### src/rtl/io_port_pkg.sv
package io_port_pkg;

  typedef logic [7:0] byte_t;

  // Offset of a port number from the first port of the group, modulo 256.
  function automatic byte_t port_offset(input byte_t num, input byte_t base);
    port_offset = num - base;
  endfunction

endpackage

### src/rtl/io_addr_latch.sv
module io_addr_latch
  import io_port_pkg::*;
(
  input  logic  clk,
  input  logic  rst_n,
  input  logic  ale,
  input  byte_t bus_in,
  output byte_t cap_addr
);

  byte_t addr_q, addr_d;

  always_comb begin
    addr_d = addr_q;
    if (ale) addr_d = bus_in;
  end

  always_ff @(posedge clk or negedge rst_n) begin
    if (!rst_n) addr_q <= '0;
    else        addr_q <= addr_d;
  end

  assign cap_addr = addr_q;

  a_r2_hold_without_strobe: assert property (@(posedge clk) disable iff (!rst_n)
    !ale |=> $stable(cap_addr));
  a_r2_capture_on_strobe: assert property (@(posedge clk) disable iff (!rst_n)
    ale |=> cap_addr == $past(bus_in));

endmodule

### src/rtl/io_port_decode.sv
module io_port_decode
  import io_port_pkg::*;
#(
  parameter int          NUM_PORTS = 4,
  parameter logic [7:0]  PORT_BASE = 8'h40,
  localparam int         IDX_W     = (NUM_PORTS > 1) ? $clog2(NUM_PORTS) : 1
) (
  input  byte_t            cap_addr,
  output logic             hit,
  output logic [IDX_W-1:0] idx
);

  localparam logic [8:0] RANGE = 9'(NUM_PORTS);

  byte_t off;

  always_comb begin
    off = port_offset(cap_addr, PORT_BASE);
    hit = {1'b0, off} < RANGE;
    idx = off[IDX_W-1:0];
  end

endmodule

### src/rtl/io_wait_gen.sv
module io_wait_gen #(
  parameter int WAIT_W = 4
) (
  input  logic              clk,
  input  logic              rst_n,
  input  logic              strobe_act,
  input  logic [WAIT_W-1:0] wait_cfg,
  output logic              ready
);

  logic              act_q, act_d;
  logic [WAIT_W-1:0] cnt_q, cnt_d;
  logic              start;

  always_comb begin
    start = strobe_act && !act_q;
    act_d = strobe_act;
    cnt_d = cnt_q;
    if (start)              cnt_d = wait_cfg;
    else if (cnt_q != '0)   cnt_d = cnt_q - 1'b1;
  end

  always_ff @(posedge clk or negedge rst_n) begin
    if (!rst_n) begin
      act_q <= 1'b0;
      cnt_q <= '0;
    end else begin
      act_q <= act_d;
      cnt_q <= cnt_d;
    end
  end

  assign ready = (cnt_q == '0);

  a_r7_wait_begins: assert property (@(posedge clk) disable iff (!rst_n)
    (start && wait_cfg != '0) |=> !ready);
  a_r7_zero_wait: assert property (@(posedge clk) disable iff (!rst_n)
    (start && wait_cfg == '0) |=> ready);
  a_r7_counts_down: assert property (@(posedge clk) disable iff (!rst_n)
    (cnt_q != '0 && !start) |=> cnt_q == $past(cnt_q) - 1'b1);

endmodule

### src/rtl/io_port_regs.sv
module io_port_regs
  import io_port_pkg::*;
#(
  parameter int  NUM_PORTS = 4,
  localparam int IDX_W     = (NUM_PORTS > 1) ? $clog2(NUM_PORTS) : 1
) (
  input  logic                   clk,
  input  logic                   rst_n,
  input  logic                   wr_n,
  input  logic                   rd_n,
  input  logic                   io_sel,
  input  logic                   hit,
  input  logic [IDX_W-1:0]       idx,
  input  byte_t                  bus_in,
  output logic [8*NUM_PORTS-1:0] out_bytes
);

  logic             low_q, low_d;
  logic             match_q, match_d;
  byte_t            data_q, data_d;
  logic [IDX_W-1:0] idx_q, idx_d;
  logic             commit;
  logic [NUM_PORTS-1:0] port_we;

  always_comb begin
    low_d   = !wr_n;
    match_d = match_q;
    data_d  = data_q;
    idx_d   = idx_q;
    if (!wr_n) begin
      match_d = io_sel && hit && rd_n;
      data_d  = bus_in;
      idx_d   = idx;
    end
    commit = wr_n && low_q && match_q;
  end

  always_ff @(posedge clk or negedge rst_n) begin
    if (!rst_n) begin
      low_q   <= 1'b0;
      match_q <= 1'b0;
      data_q  <= '0;
      idx_q   <= '0;
    end else begin
      low_q   <= low_d;
      match_q <= match_d;
      data_q  <= data_d;
      idx_q   <= idx_d;
    end
  end

  for (genvar p = 0; p < NUM_PORTS; p++) begin : g_port
    byte_t reg_q, reg_d;
    assign port_we[p] = commit && (idx_q == IDX_W'(p));

    always_comb begin
      reg_d = reg_q;
      if (port_we[p]) reg_d = data_q;
    end

    always_ff @(posedge clk or negedge rst_n) begin
      if (!rst_n) reg_q <= '0;
      else        reg_q <= reg_d;
    end

    assign out_bytes[8*p +: 8] = reg_q;
  end

  a_r8_single_port_write: assert property (@(posedge clk) disable iff (!rst_n)
    $onehot0(port_we));
  a_r6_stable_without_commit: assert property (@(posedge clk) disable iff (!rst_n)
    !commit |=> $stable(out_bytes));

endmodule

### src/rtl/io_port_slave.sv
module io_port_slave
  import io_port_pkg::*;
#(
  parameter int         NUM_PORTS = 4,
  parameter logic [7:0] PORT_BASE = 8'h40,
  parameter int         WAIT_W    = 4
) (
  input  logic                   clk,
  input  logic                   rst_n,
  input  logic [7:0]             bus_in,
  output logic [7:0]             bus_out,
  output logic                   bus_oe,
  input  logic                   ale,
  input  logic                   io_sel,
  input  logic                   rd_n,
  input  logic                   wr_n,
  input  logic [WAIT_W-1:0]      wait_cfg,
  output logic                   ready,
  input  logic [8*NUM_PORTS-1:0] in_bytes,
  output logic [8*NUM_PORTS-1:0] out_bytes,
  output logic [7:0]             cap_addr
);

  localparam int IDX_W = (NUM_PORTS > 1) ? $clog2(NUM_PORTS) : 1;

  logic             hit;
  logic [IDX_W-1:0] idx;
  logic             strobe_act;
  byte_t            in_arr [NUM_PORTS];

  io_addr_latch u_latch (
    .clk      (clk),
    .rst_n    (rst_n),
    .ale      (ale),
    .bus_in   (bus_in),
    .cap_addr (cap_addr)
  );

  io_port_decode #(.NUM_PORTS(NUM_PORTS), .PORT_BASE(PORT_BASE)) u_dec (
    .cap_addr (cap_addr),
    .hit      (hit),
    .idx      (idx)
  );

  for (genvar p = 0; p < NUM_PORTS; p++) begin : g_in
    assign in_arr[p] = in_bytes[8*p +: 8];
  end

  always_comb begin
    bus_oe     = !rd_n && wr_n && io_sel && hit;
    bus_out    = in_arr[idx];
    strobe_act = io_sel && hit && (rd_n != wr_n);
  end

  io_wait_gen #(.WAIT_W(WAIT_W)) u_wait (
    .clk        (clk),
    .rst_n      (rst_n),
    .strobe_act (strobe_act),
    .wait_cfg   (wait_cfg),
    .ready      (ready)
  );

  io_port_regs #(.NUM_PORTS(NUM_PORTS)) u_regs (
    .clk       (clk),
    .rst_n     (rst_n),
    .wr_n      (wr_n),
    .rd_n      (rd_n),
    .io_sel    (io_sel),
    .hit       (hit),
    .idx       (idx),
    .bus_in    (bus_in),
    .out_bytes (out_bytes)
  );

  a_r3_no_drive_in_memory_cycle: assert property (@(posedge clk) disable iff (!rst_n)
    !io_sel |-> !bus_oe);
  a_r4_release_with_strobe: assert property (@(posedge clk) disable iff (!rst_n)
    rd_n |-> !bus_oe);
  a_r3_memory_cycle_keeps_ready: assert property (@(posedge clk) disable iff (!rst_n)
    (ready && !io_sel) |=> ready);

endmodule

### config.mk
export PLATFORM = sky130hd
export DESIGN_NAME = io_port_slave
export DESIGN_NICKNAME = d
export VERILOG_FILES = /design/src/rtl/io_port_pkg.sv /design/src/rtl/io_addr_latch.sv /design/src/rtl/io_port_decode.sv /design/src/rtl/io_wait_gen.sv /design/src/rtl/io_port_regs.sv /design/src/rtl/io_port_slave.sv
export SDC_FILE = /design/constraint.sdc
export NUM_CORES = 1
export LEC_CHECK = 0
export BUFFER_PORTS_ARGS = -buffer_cell sky130_fd_sc_hd__clkbuf_2
export CORE_MARGIN = 8
export CORE_UTILIZATION = 50
export CTS_CLUSTER_SIZE = 28
export DETAILED_ROUTE_END_ITERATION = 10
export PLACE_DENSITY = 0.82
export REMOVE_ABC_BUFFERS = 1
export SLEW_MARGIN = 20
export SYNTH_ARGS = -nofsm -noshare
export SYNTH_HDL_FRONTEND = slang
export SYNTH_SLANG_ARGS = --single-unit
### constraint.sdc
create_clock -name clk -period 2 [get_ports clk]
set_input_delay 0.2 -clock clk [delete_from_list [all_inputs] [get_ports clk]]
set_output_delay 0.2 -clock clk [all_outputs]
set_load 0.1 [all_outputs]
==> impl_metrics.py, run 1 <==
metrics = {
    "timing": {
        "final.setup.worst_slack_ns": 0.105,
        "slew_headroom_pct": 53.4,
        "finalHoldWorstSlack_ns": 0.0106,
        "worstMarginPinSlew_ns": 0.699,
        "hold_viol": 0,
        "rsz0062_at_grt": "false",
        "final_max_slew_viol_count": 0,
        "finalSetupViolations": 0,
        "finalCritPeriodShare_pct": 94.7,
        "fin_tns_setup_ns": 0,
        "period_needed_ns": 1.89,
        "fmax_mhz": 528,
        "final.setup_skew_ns": 0.00651,
    },
    "layout": {
        "drive_above_1_share_pct": 67.8,
        "final_cells": 337,
        "fillers": 359,
        "nNetsFinal": 317,
        "syn_to_final_growth_pct": 32.8,
        "antenna-diode-count": 0,
    },
    "synth": {
        "ys_types": 24,
        "synthTopCellsByCount": "57 x dfrtp_1, 47 x mux2_2, 8 x mux2_4, 8 x mux4_2, 7 x inv_1",
        "synth_area_um2": 2480,
        "synth.top_cell.area_share_pct": 57.5,
        "synth_area_leaders": "dfrtp_1 57%, mux2_2 21%, mux4_2 7.3%",
        "synth_cells": 158,
        "avgSynthCellArea_um2": 15.7,
        "yosysTopAreaCell": "dfrtp_1",
        "yosysSeqAreaShare_pct": 57.5,
        "synthArstFlopShare_pct": 100,
        "synth_seq_cells": 57,
        "yosysMostFrequentCell": "dfrtp_1",
        "synth_ff_type": "dfrtp_1",
        "synth-warning-count": 0,
        "synth_edf_count": 0,
    },
    "hold_path": {
        "hold_class": "primary input to asynchronous set/reset pin",
    },
    "pwr": {
        "powerDensity_nw_per_um2": 1020,
        "p_leak_uw": 0.00174,
        "peakVddDrop_v": 0.000658,
    },
    "placement": {
        "port_buffers": 99,
        "place_inst": 321,
        "routabilityCongestion": 0.820,
        "dp_hpwl_um": 4680,
        "pre_cts_ws_ns": 0.168,
    },
    "setup_path": {
        "worstPathArrival_ns": 1.69,
        "r2r-start": "u_regs.idx_q[0]",
        "timing.rr.end": "u_regs.g_port[0].reg_q[3]",
        "crit_required_ns": 1.80,
        "start_kind": "register",
        "crit_path_end_kind": "primary output",
        "critPathMaxFanout": 11,
        "regToRegSetupSlack_ns": 0.39,
        "crit_type": "register to primary output",
        "reg2reg_depth": 3,
    },
    "cts": {
        "clock_latency_ns": 0.32,
        "cts_buffers": 9,
        "cts_tree": "built",
        "cts_root_buffer": "clkbuf_8",
        "clkTransAtPathRegs_ns": 0.06,
        "postCtsHoldBufs": 0,
        "cts_max_level": 3,
        "postCtsSetupBuffers": 0,
        "cts.sinks": 57,
        "cts_buffer_depth": 2,
    },
    "floorplanning": {
        "floorplan.rows": 25,
        "die_height_um": 86.5,
        "dieArea_um2": 7480,
        "coreArea_um2": 4750,
        "io_pins": 100,
        "start_util_pct": 52.2,
        "fp.dieW_um": 86.5,
    },
    "detailed_routing": {
        "antenna_left": 0,
        "wl_per_cell_um": 17.9,
        "drcViolationCount": 0,
        "wirelength_um": 6040,
        "drt_iter0_drc": 49,
        "via_per_inst": 5.03,
        "dr.pass1.iters": 4,
        "vias": 1695,
    },
    "global_routing": {
        "globalRouteTotalUtil_pct": 16.8,
        "grt_max_degree": 58,
        "grt-ovfl-total": 0,
        "antenna_found_initial": 0,
        "first_global_vias": 1872,
        "grt_first_pass_wirelength_um": 9600,
    },
    "run_status": {
        "run_status": "completed",
    },
    "flow_run": {
        "cap_violations": 0,
    },
}
==> stage by stage <==
step	utilization [%]	power [µW]	cell area (µm²)
3_5_place_dp	64.6	2270	3070
4_1_cts	69.2	3380	3290
5_1_grt	69.3	3490	3300
3_3_place_gp	64.6	2250	3070
6_report	69.3	3350	3300
2_1_floorplan	-	2060	2450
==> sequential cells by signal, indices dropped and copies added (netlist names) <==
| signal | cells |
|---|---|
| u_latch.cap_addr | 8 |
| u_regs.data_q | 8 |
| u_regs.g_port.reg_q | 32 |
| u_regs.idx_q | 2 |
| u_regs.low_q | 1 |
| u_regs.match_q | 1 |
| u_wait.act_q | 1 |
| u_wait.cnt_q | 4 |
==> kinds of logic (layout without fill, tap and decap cells) <==
family	count (synthesis)	after routing	share of synthesized area (%)
AO/OA/AOI/OAI	2	2	0.504
XOR/XNOR	1	1	0.353
adder cells (fa/ha/maj)	2	2	1.01
buffers and inverters	13	125	2.42
flip-flops	57	57	57.5
multiplexers	64	64	33.8
AND/OR/NAND/NOR	19	19	4.44
==> critical path: stages, from the launching register on <==
cell and delay [ns]:
dfrtp_2 0.54, mux4_2 0.55, clkbuf_4 0.30
==> cells in the final DEF, fill, tap and decap left out, types with 2 or more instances in the layout <==
cell / n
clkbuf_2: 89
dfrtp_1: 56
mux2_2: 47
clkbuf_8: 12
mux4_2: 8
mux2_4: 8
inv_1: 7
buf_4: 6
nor2_1: 5
clkbuf_4: 4
nand2_1: 3
nand4_1: 2
ha_1: 2
clkbuf_1: 2
buf_2: 2
==> worst max path at each step <==
| stage | endpoint | start |
|---|---|---|
| 2_1_floorplan | bus_oe | u_latch.cap_addr[5] |
| 3_3_place_gp | bus_out[3] | u_latch.cap_addr[0] |
| 3_5_place_dp | bus_out[3] | u_latch.cap_addr[0] |
| 4_1_cts | bus_out[2] | u_latch.cap_addr[0] |
| 5_1_grt | bus_out[3] | u_latch.cap_addr[0] |
| 6_report | bus_out[3] | u_latch.cap_addr[0] |
==> layer usage <==
| metal | up-vias | share of wire (%) | GRT usage, % |
|---|---|---|---|
| met4 | 0 | 1.6 | 7.51 |
| met1 | 861 | 38 | 19.1 |
| li1 | 785 | - | - |
| met3 | 9 | 3.7 | 3.69 |
| met5 | - | 0 | 0 |
| met2 | 40 | 56 | 29.3 |
==> layout make-up <==
| class | count | area [µm²] | share of cell area (%) |
|---|---|---|---|
| multi-input combinational | 88 | 1000 | 30.4 |
| tap | 67 | 83.8 | 2.54 |
| sequential | 57 | 1430 | 43.3 |
| clock inverter | 2 | 35.0 | 1.06 |
| timing repair buffer | 102 | 551 | 16.7 |
| clock buffer | 14 | 173 | 5.24 |
| inverter | 7 | 26.3 | 0.797 |
==> what timing repair did <==
action,4_1_cts,5_1_grt
endpoints found under the setup margin,8,3
cloned,0,0
gates resized for setup,5,3
==> where the power goes <==
group | internal [µW] | total, µW | switching, µW
Clock | 677 | 1100 | 423
Sequential | 1250 | 1340 | 94.1
Combinational | 294 | 909 | 615
(Power assumes the default switching activity.)
==> run 2, diff against run 1 <==
--- a/config.mk
+++ b/config.mk
@@ -6,12 +6,14 @@
 export NUM_CORES = 1
 export LEC_CHECK = 0
 export BUFFER_PORTS_ARGS = -buffer_cell sky130_fd_sc_hd__clkbuf_2
-export CORE_MARGIN = 8
+export CAP_MARGIN = 15
+export CORE_MARGIN = 10
 export CORE_UTILIZATION = 50
 export CTS_CLUSTER_SIZE = 28
 export DETAILED_ROUTE_END_ITERATION = 10
 export PLACE_DENSITY = 0.82
 export REMOVE_ABC_BUFFERS = 1
+export SETUP_SLACK_MARGIN = 0.2
 export SLEW_MARGIN = 20
 export SYNTH_ARGS = -nofsm -noshare
 export SYNTH_HDL_FRONTEND = slang
==> impl_metrics.py, run 2 (synthesized netlist as in run 1, its figures left out) <==
metrics = {
    "pwr": {
        "peakVddDrop_v": 0.000637,
        "seq_power_share_pct": 41.2,
        "clkPwrFrac_pct": 27.0,
        "power.share.switching_pct": 35.6,
        "powerDensity_nw_per_um2": 956,
        "p_leak_uw": 0.00178,
        "p_comb_share_pct": 31.8,
        "intPower_uw": 2100,
        "switchingPower_uw": 1160,
    },
    "global_routing": {
        "globalRouteTotalUtil_pct": 16.2,
        "first_global_vias": 1881,
        "grt_first_pass_wirelength_um": 10300,
        "grt-ovfl-total": 0,
        "grt_max_degree": 58,
        "antenna_found_initial": 0,
    },
    "layout": {
        "antenna-diode-count": 0,
        "largest_reg_flops": 32,
        "regMostFlops": "u_regs.g_port.reg_q",
        "syn_to_final_growth_pct": 37.6,
        "post-route-util_pct": 71.8,
        "nNetsFinal": 322,
        "fillers": 338,
        "mostFrequentLayoutCell": "clkbuf_2",
        "final_cells": 341,
        "layout_common_cells": "89 x clkbuf_2, 56 x dfrtp_1, 47 x mux2_2, 10 x clkbuf_8",
        "drive_above_1_share_pct": 68.2,
    },
    "detailed_routing": {
        "antenna_left": 0,
        "drt_iter0_drc": 79,
        "wirelength_um": 6680,
        "dr.pass1.iters": 4,
        "via_per_inst": 5.13,
        "wl_per_cell_um": 19.6,
        "drcViolationCount": 0,
        "vias": 1750,
    },
    "timing": {
        "period_needed_ns": 1.77,
        "final_max_slew_viol_count": 0,
        "finalCritPeriodShare_pct": 88.7,
        "finalSetupViolations": 0,
        "slew_headroom_pct": 61.0,
        "hold_viol": 0,
        "worstMarginPinSlew_ns": 0.585,
        "finalHoldWorstSlack_ns": 0.112,
        "fin_tns_setup_ns": 0,
        "final.setup_skew_ns": 0.00895,
        "rsz0062_at_grt": "true",
        "fmax_mhz": 564,
    },
    "setup_path": {
        "start_kind": "register",
        "critPathMaxStageDelay_ns": 0.52,
        "regToRegSetupSlack_ns": 0.38,
        "crit_family": "multiplexers",
        "crit_required_ns": 1.80,
        "critPathMaxFanout": 6,
        "crit_type": "register to primary output",
        "worstPathArrival_ns": 1.57,
        "worstPathCellList": "buf_8 -> mux4_2 -> clkbuf_16",
        "crit_path_end_kind": "primary output",
        "critPathSlowestCell": "mux4_2",
        "crit_buf_inv": 2,
    },
    "floorplanning": {
        "die_height_um": 90.5,
        "coreArea_um2": 4750,
        "fp.dieW_um": 90.5,
        "dieArea_um2": 8180,
        "floorplan.rows": 25,
        "io_pins": 100,
        "start_util_pct": 52.2,
    },
    "placement": {
        "place_inst": 320,
        "dp_hpwl_um": 5010,
        "port_buffers": 99,
        "routabilityCongestion": 0.810,
    },
    "cts": {
        "cts_buffers": 9,
        "cts_buffer_depth": 2,
        "cts.sinks": 57,
        "cts_max_level": 3,
        "cts_root_buffer": "clkbuf_8",
        "clkTransAtPathRegs_ns": 0.06,
        "clock_latency_ns": 0.32,
        "cts_tree": "built",
    },
    "run_status": {
        "run_status": "completed",
    },
    "flow_run": {
        "cap_violations": 0,
    },
    "hold_path": {
        "hold_class": "primary input to register",
    },
}
## run 2: stage by stage
stage / total power (µW) / setup slack (ns) / area [µm²]
2_1_floorplan: 2060 / -0.773 / 2450
3_3_place_gp: 2260 / 0.196 / 3080
3_5_place_dp: 2280 / 0.143 / 3080
4_1_cts: 3260 / 0.201 / 3370
5_1_grt: 3420 / 0.0957 / 3420
6_report: 3270 / 0.227 / 3420
## run 2: path summary, 6_finish.rpt
| kind | startpoint | to | cells past startpoint |
|---|---|---|---|
| hold reg to reg | u_regs.g_port[0].reg_q[6] | u_regs.g_port[0].reg_q[6] | 1 |
| hold / removal | wait_cfg[0] | u_wait.cnt_q[0] | 2 |
| max in group asynchronous | rst_n | u_latch.cap_addr[0] | 3 |
| setup reg to reg | u_regs.idx_q[0] | u_regs.g_port[0].reg_q[5] | 3 |
| min in group asynchronous | rst_n | u_regs.g_port[1].reg_q[2] | 3 |
| setup / recovery | u_latch.cap_addr[0] | bus_out[2] | 3 |
## run 2: repair_timing
item,CTS,global route
endpoints found under the hold margin,57,0
resized for setup,24,11
setup buffers,2,3
pin swaps,0,2
setup endpoints to repair,10,10
hold buffers,1,0
## run 2: layer usage
| metal | track usage, % | up-vias | routed length, µm |
|---|---|---|---|
| met1 | 16.9 | 898 | 2460 |
| met4 | 6.37 | 0 | 135 |
| met3 | 5.74 | 11 | 268 |
| met5 | 0 | - | 0 |
| met2 | 28.8 | 42 | 3820 |
| li1 | - | 799 | - |
## run 2: power by group through the flow
stage                     clock network [µW]  logic, µW  registers, µW
after global placement                     0        900           1360
after floorplan                            0        522           1540
after CTS                                914       1010           1340
after detailed placement                   0        919           1360
after global routing                     967       1090           1360
final                                    883       1040           1340
## run 2: area by class of cell
type	count	area [µm²]	area share (%)
Clock inverter	3	17.5	0.513
Multi-Input combinational cell	88	1020	29.7
Sequential cell	57	1430	41.8
Tap cell	67	83.8	2.45
Timing Repair Buffer	107	699	20.5
Clock buffer	12	145	4.25
Inverter	7	26.3	0.769
## run 2: worst reg2reg max path: cells and delay by family (launching register included)
family	cells	cell delay, ns
DFF	1	0.40
muxes	1	0.39
and+or+nand+nor	2	0.73
==> run 3, diff against run 2 <==
--- a/config.mk
+++ b/config.mk
@@ -7,6 +7,7 @@
 export LEC_CHECK = 0
 export BUFFER_PORTS_ARGS = -buffer_cell sky130_fd_sc_hd__clkbuf_2
 export CAP_MARGIN = 15
+export CORE_ASPECT_RATIO = 1.75
 export CORE_MARGIN = 10
 export CORE_UTILIZATION = 50
 export CTS_CLUSTER_SIZE = 28
==> impl_metrics.py, run 3 (synthesized netlist as in run 1, its figures left out) <==
metrics = {
    "run_status": {
        "run_status": "completed",
    },
    "pwr": {
        "powerDensity_nw_per_um2": 976,
        "switchingPower_uw": 1150,
        "seq_power_share_pct": 40.5,
        "clkPwrFrac_pct": 28.1,
        "p_comb_share_pct": 31.4,
        "power.share.switching_pct": 34.7,
        "p_leak_uw": 0.00179,
        "intPower_uw": 2170,
        "peakVddDrop_v": 0.000928,
    },
    "timing": {
        "worstMarginPinSlew_ns": 0.575,
        "final.setup_skew_ns": 0.00516,
        "fmax_mhz": 557,
        "hold_viol": 0,
        "finalHoldWorstSlack_ns": 0.101,
        "rsz0062_at_grt": "true",
        "finalCritPeriodShare_pct": 89.8,
        "slew_headroom_pct": 61.6,
        "finalSetupViolations": 0,
        "final_max_slew_viol_count": 0,
        "final.setup.worst_slack_ns": 0.204,
        "fin_tns_setup_ns": 0,
        "period_needed_ns": 1.80,
    },
    "placement": {
        "port_buffers": 99,
        "pre_cts_ws_ns": 0.306,
        "dp_hpwl_um": 5120,
        "routabilityCongestion": 0.741,
        "placed_area_um2": 3140,
        "place_inst": 305,
    },
    "global_routing": {
        "antenna_found_initial": 0,
        "grt_first_pass_wirelength_um": 10500,
        "first_global_vias": 1983,
        "globalRouteTotalUtil_pct": 16.7,
        "grt_max_degree": 37,
        "grt-ovfl-total": 0,
    },
    "layout": {
        "largest_reg_flops": 32,
        "final_cells": 325,
        "regMostFlops": "u_regs.g_port.reg_q",
        "fillers": 308,
        "antenna-diode-count": 0,
        "drive_above_1_share_pct": 68.5,
        "syn_to_final_growth_pct": 37.0,
        "nNetsFinal": 323,
        "layout_common_cells": "89 x clkbuf_2, 56 x dfrtp_1, 47 x mux2_2, 12 x clkbuf_8",
        "mostFrequentLayoutCell": "clkbuf_2",
        "stdcell_area_um2": 3400,
    },
    "cts": {
        "cts_max_level": 3,
        "cts_buffers": 9,
        "cts_buffer_depth": 2,
        "cts_tree": "built",
        "cts.sinks": 57,
        "clkTransAtPathRegs_ns": 0.06,
        "clock_latency_ns": 0.33,
        "cts_root_buffer": "clkbuf_8",
    },
    "detailed_routing": {
        "drcViolationCount": 0,
        "wirelength_um": 6800,
        "antenna_left": 0,
        "vias": 1733,
        "via_per_inst": 5.33,
        "drt_iter0_drc": 83,
        "wl_per_cell_um": 20.9,
        "dr.pass1.iters": 4,
    },
    "setup_path": {
        "critPathSlowestCell": "dfrtp_1",
        "crit_start": "u_latch.cap_addr[3]",
        "critPathMaxFanout": 3,
        "reg2reg_depth": 4,
        "start_kind": "register",
        "crit_path_end_kind": "primary output",
        "r2r-start": "u_latch.cap_addr[3]",
        "worstPathCellList": "nor3_2 -> nand4_1 -> nor2_2 -> buf_12",
        "crit_required_ns": 1.80,
        "crit_type": "register to primary output",
        "worstPathArrival_ns": 1.60,
        "timing.critical_path.to": "bus_oe",
        "timing.rr.end": "u_wait.cnt_q[0]",
        "critPathMaxStageDelay_ns": 0.41,
        "regToRegSetupSlack_ns": 0.42,
    },
    "hold_path": {
        "hold_class": "primary input to register",
    },
    "floorplanning": {
        "coreArea_um2": 4750,
        "die_height_um": 113,
        "fp.dieW_um": 73.3,
        "dieArea_um2": 8290,
        "floorplan.rows": 33,
        "io_pins": 100,
        "start_util_pct": 52.3,
    },
    "flow_run": {
        "cap_violations": 0,
    },
}
## run 3: changes by cell type in the layout (fill, tap and decap cells not counted)
cell        delta
nor3_2         +1
clkbuf_8       +2
buf_8          -5
clkinv_2       -2
clkbuf_1       -1
buf_6          +4
buf_12         +3
clkinvlp_4     -1
nor3_4         -1
clkbuf_16      -1
## run 3: timing repair
| item | in CTS | in global routing |
|---|---|---|
| setup buffers | 3 | 3 |
| gates cloned | 0 | 0 |
| setup endpoints to repair | 11 | 10 |
| hold endpoints to repair | 21 | 0 |
| pin swaps | 0 | 3 |
| hold buffers | 1 | 0 |
| resized for setup | 6 | 6 |
## run 3: power by group through the flow
stage	Sequential, µW	Clock, µW	Combinational (µW)
after floorplan	1540	0	522
after global placement	1360	0	957
after detailed placement	1360	0	979
after CTS	1340	958	1020
after global routing	1360	1010	1090
final	1340	934	1040
## run 3: stage by stage
| stage | total power, µW | utilization [%] |
|---|---|---|
| 6_report | 3320 | 71.6 |
| 5_1_grt | 3450 | 71.6 |
| 4_1_cts | 3320 | 70.7 |
| 3_5_place_dp | 2340 | 66.1 |
| 3_3_place_gp | 2310 | 66.1 |
| 2_1_floorplan | 2060 | - |
## run 3: layout make-up
class	count	area, µm²	share of cell area (%)
repair buffers	108	704	20.7
multi-input cells	88	1010	29.7
well taps	52	65.1	1.91
flip-flops and latches	57	1430	42.0
clock buffers	13	169	4.97
inverters	7	26.3	0.772
## run 3: worst max-delay path: cells and delay by family (launching register included)
family / cells / cell delay (ns)
and+or+nand+nor: 3 / 0.66
DFF: 1 / 0.41
buffers and inverters: 1 / 0.20
## run 3: worst min path at each step
stage | from | to | slack [ns] | depth (start not counted)
after floorplan | rst_n | u_latch.cap_addr[0] | -0.1 | 0
after global placement | rst_n | u_regs.g_port[3].reg_q[6] | 0.21 | 1
after detailed placement | rst_n | u_regs.g_port[3].reg_q[6] | 0.21 | 1
after CTS | wait_cfg[3] | u_wait.cnt_q[3] | 0.09 | 2
after global routing | wait_cfg[3] | u_wait.cnt_q[3] | 0.09 | 2
final | wait_cfg[2] | u_wait.cnt_q[2] | 0.10 | 2
## run 3: metal layers
| layer | global-route usage, % | vias to the layer above | part of all wire [%] |
|---|---|---|---|
| met5 | 0 | - | 0 |
| met2 | 28.4 | 50 | 56 |
| met3 | 6.82 | 12 | 6.1 |
| met4 | 6.74 | 0 | 1.9 |
| met1 | 17.4 | 874 | 36 |
| li1 | - | 797 | - |
